==> src/rtl/crm_pkg.sv <==
package crm_pkg;

  typedef enum logic [2:0] {
    OP_CLN_START = 3'd0,
    OP_CLN_END   = 3'd1,
    OP_INV_START = 3'd2,
    OP_INV_END   = 3'd3,
    OP_LINE_CLN  = 3'd4,
    OP_LINE_INV  = 3'd5,
    OP_LINE_CI   = 3'd6,
    OP_INV_ALL   = 3'd7
  } op_e;

  typedef enum logic [1:0] {
    K_CLEAN = 2'd0,
    K_INV   = 2'd1,
    K_CI    = 2'd2,
    K_ALL   = 2'd3
  } kind_e;

endpackage

==> src/rtl/crm_decode.sv <==
module crm_decode
  import crm_pkg::*;
#(
  parameter int LW = 27,
  parameter int PL = 7
) (
  input  logic          clk,
  input  logic          rst_n,
  input  logic          acc,
  input  op_e           op,
  input  logic [LW-1:0] line,
  output logic          launch,
  output kind_e         l_kind,
  output logic [LW-1:0] l_first,
  output logic [LW-1:0] l_last,
  output logic          reject
);

  logic          armed_q, armed_d;
  kind_e         akind_q, akind_d;
  logic [LW-1:0] aline_q;
  logic          is_start;
  logic          range_ok;
  kind_e         want_kind;

  always_comb begin
    is_start  = (op == OP_CLN_START) || (op == OP_INV_START);
    want_kind = ((op == OP_CLN_START) || (op == OP_CLN_END)) ? K_CLEAN : K_INV;
    range_ok  = armed_q && (akind_q == want_kind) && (line >= aline_q) &&
                (line[LW-1:PL] == aline_q[LW-1:PL]);
    armed_d   = is_start;
    akind_d   = want_kind;
    launch    = 1'b0;
    reject    = 1'b0;
    l_kind    = K_CLEAN;
    l_first   = line;
    l_last    = line;
    unique case (op)
      OP_CLN_END, OP_INV_END: begin
        launch  = acc && range_ok;
        reject  = acc && !range_ok;
        l_kind  = want_kind;
        l_first = aline_q;
      end
      OP_LINE_CLN: begin launch = acc; l_kind = K_CLEAN; end
      OP_LINE_INV: begin launch = acc; l_kind = K_INV;   end
      OP_LINE_CI:  begin launch = acc; l_kind = K_CI;    end
      OP_INV_ALL: begin
        launch  = acc;
        l_kind  = K_ALL;
        l_first = '0;
        l_last  = '0;
      end
      default: ;
    endcase
  end

  always_ff @(posedge clk or negedge rst_n) begin
    if (!rst_n) begin
      armed_q <= 1'b0;
      akind_q <= K_CLEAN;
    end else if (acc) begin
      armed_q <= armed_d;
      akind_q <= akind_d;
    end
  end

  always_ff @(posedge clk or negedge rst_n) begin
    if (!rst_n) aline_q <= '0;
    else if (acc && is_start) aline_q <= line;
  end

endmodule

==> src/rtl/crm_walker.sv <==
module crm_walker
  import crm_pkg::*;
#(
  parameter int LW = 27
) (
  input  logic          clk,
  input  logic          rst_n,
  input  logic          launch,
  input  kind_e         l_kind,
  input  logic [LW-1:0] l_first,
  input  logic [LW-1:0] l_last,
  input  logic          ack,
  output logic          active,
  output kind_e         kind,
  output logic [LW-1:0] cur
);

  logic          act_q, act_d;
  kind_e         kind_q;
  logic [LW-1:0] cur_q, cur_d, last_q;
  logic          step, done, load_en;

  always_comb begin
    step    = act_q && ack;
    done    = step && (cur_q == last_q);
    load_en = launch || step;
    act_d   = launch ? 1'b1 : (done ? 1'b0 : act_q);
    cur_d   = launch ? l_first : cur_q + 1'b1;
  end

  always_ff @(posedge clk or negedge rst_n) begin
    if (!rst_n) begin
      act_q <= 1'b0;
      cur_q <= '0;
    end else if (load_en) begin
      act_q <= act_d;
      cur_q <= cur_d;
    end
  end

  always_ff @(posedge clk or negedge rst_n) begin
    if (!rst_n) begin
      kind_q <= K_CLEAN;
      last_q <= '0;
    end else if (launch) begin
      kind_q <= l_kind;
      last_q <= l_last;
    end
  end

  assign active = act_q;
  assign kind   = kind_q;
  assign cur    = cur_q;

endmodule

==> src/rtl/crm_engine.sv <==
module crm_engine
  import crm_pkg::*;
#(
  parameter int AW         = 32,
  parameter int LINE_BYTES = 32,
  parameter int PAGE_BITS  = 12
) (
  input  logic          clk,
  input  logic          rst_n,
  input  logic          req_valid,
  input  logic [2:0]    req_op,
  input  logic [AW-1:0] req_addr,
  output logic          busy,
  output logic          err,
  output logic          cmd_valid,
  output logic [1:0]    cmd_kind,
  output logic [AW-1:0] cmd_addr,
  input  logic          cmd_ack
);

  localparam int OFS = $clog2(LINE_BYTES);
  localparam int LW  = AW - OFS;
  localparam int PL  = PAGE_BITS - OFS;

  logic          acc, launch, reject, active;
  kind_e         l_kind, w_kind;
  logic [LW-1:0] l_first, l_last, cur;
  logic          err_q;

  assign acc = req_valid && !active;

  crm_decode #(.LW(LW), .PL(PL)) dec_i (
    .clk(clk), .rst_n(rst_n), .acc(acc), .op(op_e'(req_op)),
    .line(req_addr[AW-1:OFS]), .launch(launch), .l_kind(l_kind),
    .l_first(l_first), .l_last(l_last), .reject(reject)
  );

  crm_walker #(.LW(LW)) walk_i (
    .clk(clk), .rst_n(rst_n), .launch(launch), .l_kind(l_kind),
    .l_first(l_first), .l_last(l_last), .ack(cmd_ack),
    .active(active), .kind(w_kind), .cur(cur)
  );

  always_ff @(posedge clk or negedge rst_n) begin
    if (!rst_n) err_q <= 1'b0;
    else if (acc) err_q <= reject;
  end

  assign busy      = active;
  assign err       = err_q;
  assign cmd_valid = active;
  assign cmd_kind  = w_kind;
  assign cmd_addr  = {cur, {OFS{1'b0}}};

endmodule

==> config.mk <==
export PLATFORM = sky130hd
export DESIGN_NAME = crm_engine
export DESIGN_NICKNAME = d
export VERILOG_FILES = /design/src/rtl/crm_pkg.sv /design/src/rtl/crm_decode.sv /design/src/rtl/crm_walker.sv /design/src/rtl/crm_engine.sv
export SDC_FILE = /design/constraint.sdc
export NUM_CORES = 1
export LEC_CHECK = 0
export ABC_CLOCK_PERIOD_IN_PS = 3550
export CELL_PAD_IN_SITES_DETAIL_PLACEMENT = 1
export CELL_PAD_IN_SITES_GLOBAL_PLACEMENT = 1
export CORE_MARGIN = 4
export CORE_UTILIZATION = 45
export DETAILED_ROUTE_END_ITERATION = 8
export PLACE_DENSITY = 0.95
export SYNTH_ARGS = -nofsm -noshare
export SYNTH_HDL_FRONTEND = slang
export SYNTH_SLANG_ARGS = --single-unit
==> constraint.sdc <==
create_clock -name clk -period 3.55 [get_ports clk]
set_input_delay 0.71 -clock clk [delete_from_list [all_inputs] [get_ports clk]]
set_output_delay 0.71 -clock clk [all_outputs]
set_load 0.03 [all_outputs]
=== Word level (Yosys, flattened, before mapping) ===
Cells that the tools add are included.

* Flip-flop bits (word level): 88
* Word-level logic and storage cells: 48

* Add/sub/neg operators: 1
* Magnitude comparators: 1
* Equal/unequal tests: 10
* Muxes and demuxes: 9
* Reduce and logical (&&, ||, !) cells: 19

{| class="wikitable"
|+ Operators with widths
! kind !! count
|-
| 2-to-1 mux 27 bit || 2
|-
| case mux 27 bit (2 select lines) || 1
|-
| adder 27 x 1 -> 27 bit, second input constant || 1
|-
| equality test 27 bit || 1
|-
| >= comparator 27 bit || 1
|-
| equality test 20 bit || 1
|-
| equality test 3 bit, second input constant || 4
|-
| logical AND 1 bit || 9
|-
| case mux 2 bit (4 select lines) || 1
|-
| equality test 3 x 2 -> 1 bit, second input constant || 2
|-
| 2-to-1 mux 1 bit || 4
|-
| OR reduction 4 bit || 1
|-
| equality test 3 x 1 -> 1 bit, second input constant || 1
|-
| zero test 3 bit || 1
|-
| logical OR 1 bit || 3
|-
| equality test 2 bit || 1
|-
| zero test 1 bit || 2
|-
| case mux 1 bit (2 select lines) || 1
|-
| AND reduction 2 bit || 1
|-
| nonzero test 2 bit || 1
|-
| OR reduction 2 bit || 1
|}

=== Logic depth before layout (Yosys ltp) ===
* Word-level depth: 11
* Mapped depth: 11

=== Cells and area by module ===
From an unflattened synthesis, not the netlist that was laid out.

* Cell total of the unflattened synthesis: 550
* Area total of the unflattened synthesis: 5386.4 sq um

{| class="wikitable"
|+ Modules (own cells, without submodules)
! module !! instances !! cells each !! area an instance (sq um) !! seq. area each (sq um)
|-
| crm_walker || 1 || 283 || 2994.1 || 1426.4
|-
| crm_decode || 1 || 257 || 2289.7 || 725.7
|-
| crm_engine || 1 || 10 || 102.6 || 25.0
|}

=== Least setup slack after synthesis ===
OpenSTA, ideal clock, no wires.

* Path kind: input -> register
* Start point: in req_addr[14]
* End point: reg walk_i.cur_q[20] (netlist: walk_i.cur[20])
* Data arrival time: 2.656 ns
* Required time: 3.430 ns
* Slack: 0.774 ns
* Stages: 9
* Path buffers: 1
* Path through: ha_1 -> a21oi_1 -> nand2_1 -> a22oi_1 -> nand4_2 -> o311a_1 -> buf_6 -> or4_1 -> o211a_1

* Longest elaborated chain between the ends: 6

{| class="wikitable"
|+ RTL lines
! item !! RTL line !! text
|-
| from (decl) || crm_engine.sv:12 || <nowiki>input logic [AW-1:0] req_addr,</nowiki>
|-
| >= comparator 27 bit || crm_decode.sv:29 || <nowiki>range_ok = armed_q && (akind_q == want_kind) && (line >= aline_q) &&</nowiki>
|-
| logical AND 1 bit || crm_decode.sv:29 ||
|-
| logical AND 1 bit * || crm_decode.sv:29 ||
|-
| logical AND 1 bit * || crm_decode.sv:40 || <nowiki>launch = acc && range_ok;</nowiki>
|-
| case mux 1 bit (2 select lines) * || crm_decode.sv:38 || <nowiki>unique case (op)</nowiki>
|-
| 2-to-1 mux 27 bit or logical OR 1 bit (tied branches) || crm_walker.sv:28, crm_walker.sv:26 ||
|-
| to (signal assigned) || crm_walker.sv:37 || <nowiki>cur_q <= cur_d;</nowiki>
|-
| to (decl) || crm_walker.sv:20 || <nowiki>logic [LW-1:0] cur_q, cur_d, last_q;</nowiki>
|}

Mark *: on every way between the ends. The rest lies on a longest branch, timed or not.
A chain may end at the register's enable or synchronous reset.

=== Worst setup path after layout ===
* Start point: in req_addr[15]
* End point: reg walk_i.kind_q[0] (netlist: walk_i.kind[0])

* Longest elaborated chain between the ends: 5

{| class="wikitable"
|+ RTL lines
! item !! RTL line !! text
|-
| >= comparator 27 bit || crm_decode.sv:29 ||
|-
| logical AND 1 bit || crm_decode.sv:29 ||
|-
| logical AND 1 bit * || crm_decode.sv:29 ||
|-
| logical AND 1 bit * || crm_decode.sv:40 ||
|-
| case mux 1 bit (2 select lines) * || crm_decode.sv:38 ||
|-
| to (signal assigned) || crm_walker.sv:46 || <nowiki>kind_q <= l_kind;</nowiki>
|-
| to (decl) || crm_walker.sv:19 || <nowiki>kind_e kind_q;</nowiki>
|}

Marks and branches as above.

==> flow_metrics.tcl <==
set metrics [dict create \
    skew_ns 0.0119 \
    drv_cap 0 \
    cp_max_fo 37 \
    grt_overflow 0 \
    drc 0 \
    ys_seq_area_frac 0.416 \
    synth.cell_area_um2 5240 \
    ys.flop_type "dfrtp_1" \
    drt_iter0_drc 537 \
    fin_nets 740 \
    cts_buffer_depth 2 \
    wl_met2_mm 10.2 \
    worstPathRequired_ns 3.75 \
    dpl.hpwl_mm 14.4 \
    layout_commonest_cell "nand2_1" \
    worst_path_max_delay_cell "nor4_1" \
    cts_setup_buffers 0 \
    power_leakage_nw 2.75 \
    sw_frac_of_total 0.452 \
    grt_antenna_before_repair 1 \
    outcome "finished, final reports clean" \
    min_period_over_period 0.976 \
    grt_max_degree 88 \
    rows 39 \
    cts_hold_buffers 0 \
    finalWorstSetupSlack_ns 0.0843 \
    firstDrtPassIters 5 \
    yosysWarnings 0 \
    path_cells "clkdlybuf4s50_1, ha_1, nand4_1, nor4_1, and3_1, o311a_2, nor2_2, buf_12, o21ai_0" \
    clock_latency_ns 0.35 \
    cts_resized 0 \
    fin_util 0.558 \
    slowest_delay_ns 0.51 \
    cts_inserted_buffers 9 \
    synth_edf_count 0 \
    pre_cts_ws_ns -0.141 \
    syn_to_final_growth_pct 21.6 \
    syn_avg_cell_area_um2 8.50 \
    min_period_ns 3.47 \
    cp.buffers_inverters 2 \
    wl_met3_mm 1.77 \
    slew_headroom 0.240 \
    grt_pass1_wl_mm 33.7 \
    avgRoutedWirePerCell_um 25.9 \
    diodes 0 \
    htreeDepth 3 \
    finalSetupViolations 0 \
    max_freq_ghz 0.289 \
    coreArea_um2 11400 \
    dieWidth_um 116 \
    track_usage 0.331 \
    ys_ff_latch 87 \
    vias_per_cell 6.56 \
    critPathLaunchType "input pin" \
    slew_viol_final 0 \
    ys_types 50 \
    stdcell_count 821 \
    ir_drop_mv 0.423 \
    dieArea_um2 13400 \
    clkPwrFrac 0.185 \
    cts_tree "done" \
    setup.worst_path.end_class "flop" \
    final_cell_mix "107 x nand2_1, 98 x o21ai_0, 87 x dfrtp_1, 64 x clkdlybuf4s50_1, 50 x nand3_1" \
    cp_data_arrival_time_ns 3.67 \
    syn_inst 616 \
    async_flop_share 1.00 \
    io_pins 76 \
    dp_cells 805 \
    switchingPower_mw 2.42 \
    clock-root-buffer "clkbuf_16" \
    worst_pin_slew_ns 1.14 \
    wirelength_mm 21.2 \
    dr_total_vias 5386 \
    hp-class "flop to flop" \
    rsz0062_at_grt "false" \
    pwr-share-comb 0.444 \
    routed.top_layer "met5" \
    finalHoldViolations 0 \
    grt_pass1_vias 5772 \
    drive_gt1_frac 0.0708 \
    gp_congestion 0.934 \
    die_y_um 116 \
    p_per_area_nw_per_um2 842 \
    portBuffers 65 \
    wl_met1_mm 8.08 \
    seqPwrFrac 0.371 \
    path_delay_family "simple AND/OR/NAND/NOR gates" \
    p_int_mw 2.94 \
    crit_type "input pin to flop" \
    clk_pin_slew_ns 0.06 \
    postRouteAntennaNets 0 \
    start_util 0.459 \
    cts_num_sinks 87 \
]
## logic make-up after synthesis
logic type	Yosys count	share of synthesized area
flops	87	0.416
simple gates	232	0.207
compound gates	145	0.162
xor+xnor	43	0.0719
other cells	1	0.000716
mux	9	0.0186
fa+ha+maj	28	0.0669
buf+inv	71	0.0576
## path summary, 6_finish.rpt
path | start | endpoint | slack [ns] | cells after the start
setup / recovery | req_addr[15] | walk_i.kind[0]$_DFFE_PN0N_ | 0.08 | 9
hold / removal | dec_i.armed_q$_DFFE_PN0P_ | dec_i.armed_q$_DFFE_PN0P_ | 0.49 | 1
setup reg to reg | dec_i.aline_q[9]$_DFFE_PN0P_ | walk_i.kind[0]$_DFFE_PN0N_ | 0.46 | 9
hold reg to reg | dec_i.armed_q$_DFFE_PN0P_ | dec_i.armed_q$_DFFE_PN0P_ | 0.49 | 1
max in group asynchronous | rst_n | dec_i.aline_q[22]$_DFFE_PN0P_ | 2.24 | 1
min in group asynchronous | rst_n | walk_i.last_q[16]$_DFFE_PN0N_ | 0.58 | 1
## synth_stat cells (12+ instances only)
master	n	share of area
nand2_1	107	0.077
inv_1	29	0.021
nand3_1	50	0.048
clkbuf_1	30	0.022
a21oi_1	14	0.013
nand4_1	16	0.019
nor2_1	21	0.015
dfrtp_1	87	0.42
nor4_1	12	0.014
xor2_1	25	0.042
ha_1	28	0.067
xnor2_1	18	0.030
o21ai_0	98	0.094
## final cells by class
cell class                 count  area (µm²)
clock buffer                  12         246
fill                        1364        5050
timing repair buffer          84         816
multi-input combinational    462        2800
sequential                    87        2180
tap                          143         179
clock inverter                 4        45.0
inverter                      29         109
## sequential cells by signal, summed over array words and instances, names as in the netlist
signal and flops:
dec_i.aline_q 27, walk_i.cur 27, walk_i.last_q 27, walk_i.kind 2
dec_i.akind_q 1, dec_i.armed_q 1, err 1, walk_i.active 1
## power groups by stage
stage | registers, mW | logic [mW] | clock network, mW
floorplan | 2.08 | 1.09 | 0
global placement | 1.87 | 2.06 | 0
detailed placement | 1.94 | 2.24 | 0
CTS | 1.96 | 2.36 | 0.983
global route | 2.03 | 2.53 | 1.03
finish | 1.99 | 2.38 | 0.991
## per-layer routing
metal  global-route usage  vias to the layer above
li1                     -                     2265
met1                0.409                     2670
met2                0.542                      351
met3               0.0804                       98
met4                0.162                        2
met5                    0                        -
## per-stage QoR
stage                     hold slack, ns  setup TNS, ns  instance area [µm²]  total power [mW]
after CTS                          0.493              0                 6370              5.29
after detailed placement           0.479          -1.09                 6070              4.18
after floorplan                    0.414              0                 5250              3.17
after global placement             0.462              0                 6070              3.94
after global routing               0.508              0                 6370              5.60
final                              0.491              0                 6370              5.36
Power figures use the tool's default switching activity.
